--- src/rtl/creg_pkg.sv ---
package creg_pkg;

  typedef enum logic [3:0] {
    ST_IDLE,
    ST_DEV,
    ST_DEV_ACK,
    ST_PTR,
    ST_PTR_ACK,
    ST_WR,
    ST_WR_ACK,
    ST_RD,
    ST_RD_ACK
  } slv_state_t;

  localparam int BYTE_W = 8;

endpackage

--- src/rtl/creg_busmon.sv ---
module creg_busmon #(
  parameter int SYNC_STAGES = 2
) (
  input  logic clk,
  input  logic rst_n,
  input  logic scl_i,
  input  logic sda_i,
  output logic scl_s,
  output logic sda_s,
  output logic scl_rise,
  output logic scl_fall,
  output logic start_det,
  output logic stop_det
);

  logic [SYNC_STAGES-1:0] scl_ff;
  logic [SYNC_STAGES-1:0] sda_ff;
  logic                   scl_d;
  logic                   sda_d;

  genvar g;
  generate
    for (g = 0; g < SYNC_STAGES; g++) begin : g_sync
      if (g == 0) begin : g_first
        always_ff @(posedge clk or negedge rst_n) begin
          if (!rst_n) begin
            scl_ff[0] <= 1'b1;
            sda_ff[0] <= 1'b1;
          end else begin
            scl_ff[0] <= scl_i;
            sda_ff[0] <= sda_i;
          end
        end
      end else begin : g_next
        always_ff @(posedge clk or negedge rst_n) begin
          if (!rst_n) begin
            scl_ff[g] <= 1'b1;
            sda_ff[g] <= 1'b1;
          end else begin
            scl_ff[g] <= scl_ff[g-1];
            sda_ff[g] <= sda_ff[g-1];
          end
        end
      end
    end
  endgenerate

  assign scl_s = scl_ff[SYNC_STAGES-1];
  assign sda_s = sda_ff[SYNC_STAGES-1];

  always_ff @(posedge clk or negedge rst_n) begin
    if (!rst_n) begin
      scl_d <= 1'b1;
      sda_d <= 1'b1;
    end else begin
      scl_d <= scl_s;
      sda_d <= sda_s;
    end
  end

  assign scl_rise  = scl_s & ~scl_d;
  assign scl_fall  = ~scl_s & scl_d;
  assign start_det = scl_s & scl_d & sda_d & ~sda_s;
  assign stop_det  = scl_s & scl_d & ~sda_d & sda_s;

endmodule

--- src/rtl/creg_shreg.sv ---
module creg_shreg #(
  parameter int W = 8
) (
  input  logic         clk,
  input  logic         rst_n,
  input  logic         load_en,
  input  logic [W-1:0] load_val,
  input  logic         shift_en,
  input  logic         bit_in,
  output logic [W-1:0] q
);

  logic [W-1:0] q_n;

  always_comb begin
    q_n = q;
    if (load_en) begin
      q_n = load_val;
    end else if (shift_en) begin
      q_n = {q[W-2:0], bit_in};
    end
  end

  always_ff @(posedge clk or negedge rst_n) begin
    if (!rst_n) begin
      q <= '0;
    end else if (load_en || shift_en) begin
      q <= q_n;
    end
  end

endmodule

--- src/rtl/creg_ptr.sv ---
module creg_ptr #(
  parameter int AW       = 8,
  parameter int LAST_RD  = 15,
  parameter int CMD_ADDR = 170
) (
  input  logic          clk,
  input  logic          rst_n,
  input  logic [AW-1:0] cand,
  input  logic          load_en,
  input  logic          adv_wr,
  input  logic          adv_rd,
  output logic          cand_ok,
  output logic [AW-1:0] ptr,
  output logic [AW-1:0] rd_addr
);

  localparam logic [AW-1:0] LAST_A = AW'(LAST_RD);
  localparam logic [AW-1:0] CMD_A  = AW'(CMD_ADDR);
  localparam logic [AW-1:0] ONE_A  = AW'(1);

  logic [AW-1:0] ptr_n;

  function automatic logic [AW-1:0] step(input logic [AW-1:0] a);
    if (a >= LAST_A || a == CMD_A) begin
      return '0;
    end
    return a + ONE_A;
  endfunction

  assign cand_ok = (cand <= LAST_A) || (cand == CMD_A);
  assign rd_addr = (ptr == CMD_A) ? '0 : ptr;

  always_comb begin
    ptr_n = ptr;
    if (load_en) begin
      ptr_n = cand;
    end else if (adv_wr) begin
      ptr_n = step(ptr);
    end else if (adv_rd) begin
      ptr_n = step(rd_addr);
    end
  end

  always_ff @(posedge clk or negedge rst_n) begin
    if (!rst_n) begin
      ptr <= '0;
    end else if (load_en || adv_wr || adv_rd) begin
      ptr <= ptr_n;
    end
  end

endmodule

--- src/rtl/i2c_creg_slave.sv ---
module i2c_creg_slave #(
  parameter int AW          = 8,
  parameter int LAST_RD     = 15,
  parameter int CMD_ADDR    = 170,
  parameter int SYNC_STAGES = 2
) (
  input  logic          clk,
  input  logic          rst_n,
  input  logic          scl_i,
  input  logic          sda_i,
  output logic          sda_oe,
  input  logic          strap_a2,
  input  logic          strap_a1,
  output logic [AW-1:0] reg_addr,
  output logic          reg_we,
  output logic [7:0]    reg_wdata,
  input  logic [7:0]    reg_rdata
);

  import creg_pkg::*;

  localparam int            CNT_W    = $clog2(BYTE_W + 1);
  localparam logic [CNT_W-1:0] CNT_FULL = CNT_W'(BYTE_W);
  localparam logic [CNT_W-1:0] CNT_LAST = CNT_W'(BYTE_W - 1);
  localparam logic [CNT_W-1:0] CNT_ONE  = CNT_W'(1);

  // reset: asserted at once, released on a clock edge
  logic [1:0] rst_pipe;
  logic       rst_s;

  always_ff @(posedge clk or negedge rst_n) begin
    if (!rst_n) begin
      rst_pipe <= 2'b00;
    end else begin
      rst_pipe <= {rst_pipe[0], 1'b1};
    end
  end
  assign rst_s = rst_pipe[1];

  // bus edge and condition detection
  logic scl_s, sda_s, scl_rise, scl_fall, start_det, stop_det;

  creg_busmon #(.SYNC_STAGES(SYNC_STAGES)) u_bus (
    .clk       (clk),
    .rst_n     (rst_s),
    .scl_i     (scl_i),
    .sda_i     (sda_i),
    .scl_s     (scl_s),
    .sda_s     (sda_s),
    .scl_rise  (scl_rise),
    .scl_fall  (scl_fall),
    .start_det (start_det),
    .stop_det  (stop_det)
  );

  // byte shifter shared by receive and transmit
  logic              sh_load, sh_shift, sh_bit;
  logic [BYTE_W-1:0] sh_q;

  creg_shreg #(.W(BYTE_W)) u_sh (
    .clk      (clk),
    .rst_n    (rst_s),
    .load_en  (sh_load),
    .load_val (reg_rdata),
    .shift_en (sh_shift),
    .bit_in   (sh_bit),
    .q        (sh_q)
  );

  // register pointer
  logic          ptr_load, ptr_adv_wr, ptr_adv_rd, ptr_ok;
  logic [AW-1:0] ptr_q, rd_addr;

  creg_ptr #(.AW(AW), .LAST_RD(LAST_RD), .CMD_ADDR(CMD_ADDR)) u_ptr (
    .clk     (clk),
    .rst_n   (rst_s),
    .cand    (AW'(sh_q)),
    .load_en (ptr_load),
    .adv_wr  (ptr_adv_wr),
    .adv_rd  (ptr_adv_rd),
    .cand_ok (ptr_ok),
    .ptr     (ptr_q),
    .rd_addr (rd_addr)
  );

  // control state
  slv_state_t        st_q, st_n;
  logic [CNT_W-1:0]  cnt_q, cnt_n;
  logic              oe_q, oe_n;
  logic              rw_q, rw_n;
  logic              mack_q, mack_n;
  logic              we_q, we_n;
  logic [AW-1:0]     waddr_q, waddr_n;
  logic [7:0]        wdata_q, wdata_n;

  logic byte_done, dev_match, receiving;

  assign byte_done = (cnt_q == CNT_FULL);
  assign dev_match = (sh_q[7:4] == 4'b0011) && (sh_q[3] == strap_a2) &&
                     (sh_q[2] == strap_a1);
  assign receiving = (st_q == ST_DEV) || (st_q == ST_PTR) || (st_q == ST_WR);

  always_comb begin
    st_n       = st_q;
    cnt_n      = cnt_q;
    oe_n       = oe_q;
    rw_n       = rw_q;
    mack_n     = mack_q;
    we_n       = 1'b0;
    waddr_n    = waddr_q;
    wdata_n    = wdata_q;
    sh_load    = 1'b0;
    sh_shift   = 1'b0;
    sh_bit     = 1'b0;
    ptr_load   = 1'b0;
    ptr_adv_wr = 1'b0;
    ptr_adv_rd = 1'b0;

    if (start_det) begin
      st_n  = ST_DEV;
      cnt_n = '0;
      oe_n  = 1'b0;
    end else if (stop_det) begin
      st_n  = ST_IDLE;
      cnt_n = '0;
      oe_n  = 1'b0;
    end else if (receiving) begin
      if (scl_rise && !byte_done) begin
        sh_shift = 1'b1;
        sh_bit   = sda_s;
        cnt_n    = cnt_q + CNT_ONE;
      end else if (scl_fall && byte_done) begin
        cnt_n = '0;
        unique case (st_q)
          ST_DEV: begin
            if (dev_match) begin
              oe_n = 1'b1;
              rw_n = sh_q[0];
              st_n = ST_DEV_ACK;
            end else begin
              st_n = ST_IDLE;
            end
          end
          ST_PTR: begin
            if (ptr_ok) begin
              oe_n     = 1'b1;
              ptr_load = 1'b1;
              st_n     = ST_PTR_ACK;
            end else begin
              st_n = ST_IDLE;
            end
          end
          default: begin
            oe_n       = 1'b1;
            we_n       = 1'b1;
            waddr_n    = ptr_q;
            wdata_n    = sh_q;
            ptr_adv_wr = 1'b1;
            st_n       = ST_WR_ACK;
          end
        endcase
      end
    end else begin
      unique case (st_q)
        ST_DEV_ACK: begin
          if (scl_fall) begin
            if (rw_q) begin
              sh_load    = 1'b1;
              ptr_adv_rd = 1'b1;
              oe_n       = ~reg_rdata[7];
              cnt_n      = '0;
              st_n       = ST_RD;
            end else begin
              oe_n = 1'b0;
              st_n = ST_PTR;
            end
          end
        end
        ST_PTR_ACK, ST_WR_ACK: begin
          if (scl_fall) begin
            oe_n = 1'b0;
            st_n = ST_WR;
          end
        end
        ST_RD: begin
          if (scl_fall) begin
            if (cnt_q == CNT_LAST) begin
              oe_n = 1'b0;
              st_n = ST_RD_ACK;
            end else begin
              cnt_n    = cnt_q + CNT_ONE;
              sh_shift = 1'b1;
              oe_n     = ~sh_q[6];
            end
          end
        end
        ST_RD_ACK: begin
          if (scl_rise) begin
            mack_n = ~sda_s;
          end else if (scl_fall) begin
            if (mack_q) begin
              sh_load    = 1'b1;
              ptr_adv_rd = 1'b1;
              oe_n       = ~reg_rdata[7];
              cnt_n      = '0;
              st_n       = ST_RD;
            end else begin
              st_n = ST_IDLE;
            end
          end
        end
        default: begin
          st_n = ST_IDLE;
        end
      endcase
    end
  end

  always_ff @(posedge clk or negedge rst_s) begin
    if (!rst_s) begin
      st_q    <= ST_IDLE;
      cnt_q   <= '0;
      oe_q    <= 1'b0;
      rw_q    <= 1'b0;
      mack_q  <= 1'b0;
      we_q    <= 1'b0;
      waddr_q <= '0;
      wdata_q <= '0;
    end else begin
      st_q   <= st_n;
      cnt_q  <= cnt_n;
      oe_q   <= oe_n;
      rw_q   <= rw_n;
      mack_q <= mack_n;
      we_q   <= we_n;
      if (we_n) begin
        waddr_q <= waddr_n;
        wdata_q <= wdata_n;
      end
    end
  end

  assign sda_oe    = oe_q;
  assign reg_we    = we_q;
  assign reg_wdata = wdata_q;
  assign reg_addr  = we_q ? waddr_q : rd_addr;

endmodule

--- config.mk ---
export PLATFORM = sky130hd
export DESIGN_NAME = i2c_creg_slave
export DESIGN_NICKNAME = d
export VERILOG_FILES = /design/src/rtl/creg_pkg.sv /design/src/rtl/creg_busmon.sv /design/src/rtl/creg_shreg.sv /design/src/rtl/creg_ptr.sv /design/src/rtl/i2c_creg_slave.sv
export SDC_FILE = /design/constraint.sdc
export NUM_CORES = 1
export LEC_CHECK = 0
export CORE_MARGIN = 2
export CORE_UTILIZATION = 51
export DETAILED_ROUTE_END_ITERATION = 12
export GPL_TIMING_DRIVEN = 0
export PLACE_DENSITY = 0.83
export SYNTH_ARGS = -nofsm -noshare
export SYNTH_HDL_FRONTEND = slang
export SYNTH_SLANG_ARGS = --single-unit
--- constraint.sdc ---
create_clock -name clk -period 1.7 [get_ports clk]
set_input_delay 0.255 -clock clk [delete_from_list [all_inputs] [get_ports clk]]
set_output_delay 0.255 -clock clk [all_outputs]
set_load 0.05 [all_outputs]
Word level (Yosys, flattened, before mapping). Index checks and enable logic that the tools add are counted. W data, S select, Z words.

Multiplexer cells: 98. Reduce and logical (&&, ||, !) cells: 27. Equality and inequality tests: 30. $lt $le $gt $ge: 3. Add/sub/neg operators: 3. Bitwise logic cells: 18.

Operators by type and width (number): $mux W4 (23); $mux W8 (11); $ne A5 B5 Y1 const B (11); $mux W1 (54); $eq A8 B8 Y1 const B (3); $eq A4 B3 Y1 const B (5); $add A8 B1 Y8 const B (2); $ge A8 B4 Y1 const B (2); $pmux W4 S4 (1); $reduce_and A7 Y1 (2); $eq A4 B2 Y1 const B (3); $pmux W4 S3 (1); $not A1 Y1 (11); $reduce_and A11 Y1 (1); $mux W3 (3); $reduce_and A9 Y1 (1); $eq A4 B4 Y1 const B (2); $le A8 B4 Y1 const B (1); $logic_or A1 B1 Y1 (8); $pmux W4 S2 (1); $reduce_and A8 Y1 (1); $and A1 B1 Y1 (7); $reduce_bool A7 Y1 (1); $reduce_bool A6 Y1 (1); other kinds (16) (23).

Input port bits: 14. Register bits after elaboration: 52. Word-level logic and storage cells: 196. Output and inout port bits: 18.

Logic depth before layout (Yosys ltp).
Depth after elaboration: 15. Mapped depth: 9. Gate-level depth less buffers: 8.

Modules after synthesis. Synthesis repeated with hierarchy kept, for this count alone.

Cell total of the unflattened synthesis: 288. Area, all modules: 2977.9 um^2.

Modules (own cells, without submodules): i2c_creg_slave (cells each 169, sequential area each 750.7 um^2, area each 1796.7 um^2, times used 1); creg_ptr (cells each 75, sequential area each 200.2 um^2, area each 618.1 um^2, times used 1); creg_shreg (cells each 34, sequential area each 200.2 um^2, area each 372.9 um^2, times used 1); creg_busmon (cells each 10, sequential area each 157.7 um^2, area each 190.2 um^2, times used 1).

Worst setup path after synthesis. Ideal clock, no wire load.

Path type: reg2out. Start: reg we_q, in the netlist reg_we. End: out reg_addr[5]. Buffers on the path: 1. Slack: -631 ps. Arrival time: 2076 ps. Required time: 1445 ps. Cell stages (with the launch flop): 4. Cells stage by stage: dfrtp_1 clkbuf_1 nand2b_1 o21ai_0.

Longest elaborated chain between the ends: 1.

RTL lines: start: declaration (line i2c_creg_slave.sv:92) `logic we_q, we_n;`; start signal: assignment (line i2c_creg_slave.sv:235) `we_q <= we_n;`; $mux W8 (line i2c_creg_slave.sv:246) `assign reg_addr = we_q ? waddr_q : rd_addr;`; end: declaration (line i2c_creg_slave.sv:14) `output logic [AW-1:0] reg_addr,`.

Every way passes these cells.

Worst setup path in the final report.
Start: reg u_ptr.ptr[0]. End: out reg_addr[1].

Longest elaborated chain between the ends: 3.

RTL lines: start: declaration (line creg_ptr.sv:13) `output logic [AW-1:0] ptr,`; start signal: assignment (line creg_ptr.sv:48) `ptr <= ptr_n;`; $eq A8 B8 Y1 (line creg_ptr.sv:31) `assign rd_addr = (ptr == CMD_A) ? '0 : ptr;`; $mux W8 (line creg_ptr.sv:31); $mux W8 (line i2c_creg_slave.sv:246).

Every way passes these cells.

==> metrics.yaml <==
cts_sinks: 52
synth.distinct_cells: 61
power_mw: 4.611
finClkSkew_ns: 0.02191
cts_tree: "built"
overflow: 0
cap_violations: 0
seq_area_frac_synth: 0.4616
tightest_slew_ns: 0.5635
fp.dieH_um: 78.56
clk_latency_ns: 0.32
port_buffers: 31
period_share: 1.303
cts_root_buf: "clkbuf_8"
mostFrequentLayoutCell: "dfrtp_1"
critPathMaxFanout: 3
placed_cell_area_sq_mm: 0.003369
outcome: "finished, violations left"
antenna_found_initial: 0
cts_buffer_depth: 2
die_w_um: 78.56
fin_crit_ns: 2.215
max_freq_mhz: 451.4
critPathLaunchType: "flop"
synth_edf_count: 0
mappedNetlistArea_sq_mm: 0.002835
hpwl_um: 4542
hold_violations: 0
dp.cells: 386
grt_pass1_wl_um: 13460
path_cells: "inv_2 > ha_1 > nand4b_1 > nor4b_4 > nor2b_1 > mux2_4 > buf_8"
wl_met2_um: 4772
final_nets: 390
max_slew_margin: 0.6243
cp_slowest_cell: "dfrtp_2"
wl_met3_um: 654
slew_viol_final: 0
avgSynthCellArea_sq_um: 10.05
critPathKind: "reg -> out"
htree_levels: 2
drc_errors: 0
post_drt_wl_per_cell_um: 21.90
violations: "setup timing"
pre_cts_slack_ns: -0.9534
ys.flop_type: "dfrtp_1"
worstPathRequired_ns: 1.44
grt_pass1_vias: 2640
antenna_left: 0
crit_buf_inv: 2
vias_per_cell: 6.318
drt_first_pass_iters: 5
cp-end-kind: "primary output"
path_clk_slew_ns: 0.10
pin_count: 32
area_growth_pct: 54.41
synthCells: 282
fin_area_sq_mm: 0.004378
synth-seq-cells: 52
die_area_sq_mm: 0.006172
wl_um: 9723
hold_path_class: "in -> async"
coreArea_sq_mm: 0.005439
wirelength_met1_um: 3892
crit_family: "simple AND/OR/NAND/NOR gates"
grt.total_usage: 0.2774
critical_path.startpoint: "u_ptr.ptr[0]"
setup_viol: 47
grt_max_degree: 27
r2r-start: "u_ptr.ptr[0]"
arrival_ns: 1.96
insertedDiodeCount: 0
p_per_area_mw_per_mm2: 1053
irDropWorstVdd_mv: 0.7967
instances_no_fill: 444
cp_slowest_stage_delay_ns: 0.43
rsz0062_at_grt: "true"
async_reset_ff_frac: 1.000
rows: 27
leakagePower_nw: 1.993
yosys_warnings: 0
top_layer: "met4"
layout_common_cells: "dfrtp_1, buf_4, nand2_1"
num_vias: 2805
hold_ws_ns: 0.08940
drive_gt1_frac: 0.4866
synthesis.nets: 301
globalplace.congestion: 0.8820
first_iter_violations: 338
initial_core_util: 0.5213
numCtsBuffers: 5
layout_setup_ws_ns: -0.5154
[metal layers]
| metal | vias up | track usage |
|---|---|---|
| li1 | 1201 | - |
| met1 | 1406 | 0.3525 |
| met2 | 162 | 0.4803 |
| met3 | 36 | 0.04828 |
| met4 | 0 | 0.08772 |
| met5 | - | 0 |
[final timing paths]
kind,endpoint,slack [ns],cells after the start
setup / recovery,reg_addr[1],-0.52,7
hold / removal,rst_pipe[1],0.09,1
setup reg to reg,u_ptr.ptr[1],-0.43,11
hold reg to reg,reg_wdata[3],0.27,0
max in group asynchronous,u_sh.q[7],0.90,1
min in group clk,u_bus.sda_ff[0],0.36,1
[worst register-to-register path: cells and delay by family (launching register included)]
family / cells / cell delay, ns
AOI/OAI and AO/OA: 1 / 0.16
buffers and inverters: 4 / 0.43
DFF: 1 / 0.43
and+or+nand+nor: 4 / 0.73
adders and majority gates: 2 / 0.33
[what timing repair did]
| action | 4_1_cts | 5_1_grt |
|---|---|---|
| hold endpoints to repair | 0 | 0 |
| hold buffers | 0 | 0 |
| endpoints found under the setup margin | 59 | 51 |
| buffers inserted | 37 | 15 |
| pin swaps | 29 | 25 |
| cloned | 3 | 1 |
| gates resized for setup | 147 | 44 |
[power breakdown]
group	switching, mW	total [mW]	internal (mW)
Sequential	0.241	1.65	1.41
Combinational	1.15	2.06	0.908
Clock	0.455	0.902	0.447
[per-stage QoR]
stage          setup TNS [ns]    util
3_3_place_gp           -31.35  0.6156
2_1_floorplan          -1.309       -
4_1_cts                -11.37  0.7564
3_5_place_dp           -13.48  0.6195
5_1_grt                -16.08  0.8049
6_report               -13.13  0.8049
[registers in the layout, summed over array words and instances (netlist names), 2 cells and up]
register   flops
u_sh.q         8
waddr_q        8
reg_wdata      8
cnt_q          4
u_ptr.ptr      8
rst_pipe       2
st_q           4
[cells in the mapped netlist, types with 5 or more instances]
cell      count  area share
a21oi_1      12       0.021
a22oi_1       5       0.013
buf_2         6       0.011
clkbuf_1      5      0.0066
dfrtp_1      46        0.41
dfstp_2       6       0.056
ha_1          5       0.022
inv_1         9       0.012
mux2_2       19       0.075
mux2i_1       8       0.028
nand2_1      32       0.042
nand2b_1     10       0.022
nand3_1      10       0.018
nor2_1       10       0.013
nor3_1        6       0.011
o21ai_0      23       0.041
[logic make-up after synthesis]
family / share of synthesized area
AND/OR/NAND/NOR: 0.2114
multiplexers: 0.1037
adder cells (fa/ha/maj): 0.02207
XOR/XNOR: 0.01236
buffers and inverters: 0.03442
AO/OA/AOI/OAI: 0.1531
flip-flops: 0.4616
other: 0.001323
[area by class of cell]
type | instances | area (sq um)
Tap cell | 72 | 90.09
Multi-Input combinational cell | 209 | 1852
Clock inverter | 3 | 46.29
Clock buffer | 5 | 68.82
Fill cell | 290 | 1061
Sequential cell | 52 | 1319
Timing Repair Buffer | 83 | 825.8
Buffer | 10 | 131.4
Inverter | 10 | 45.04
Note: power is estimated with default switching activity, not from simulation.
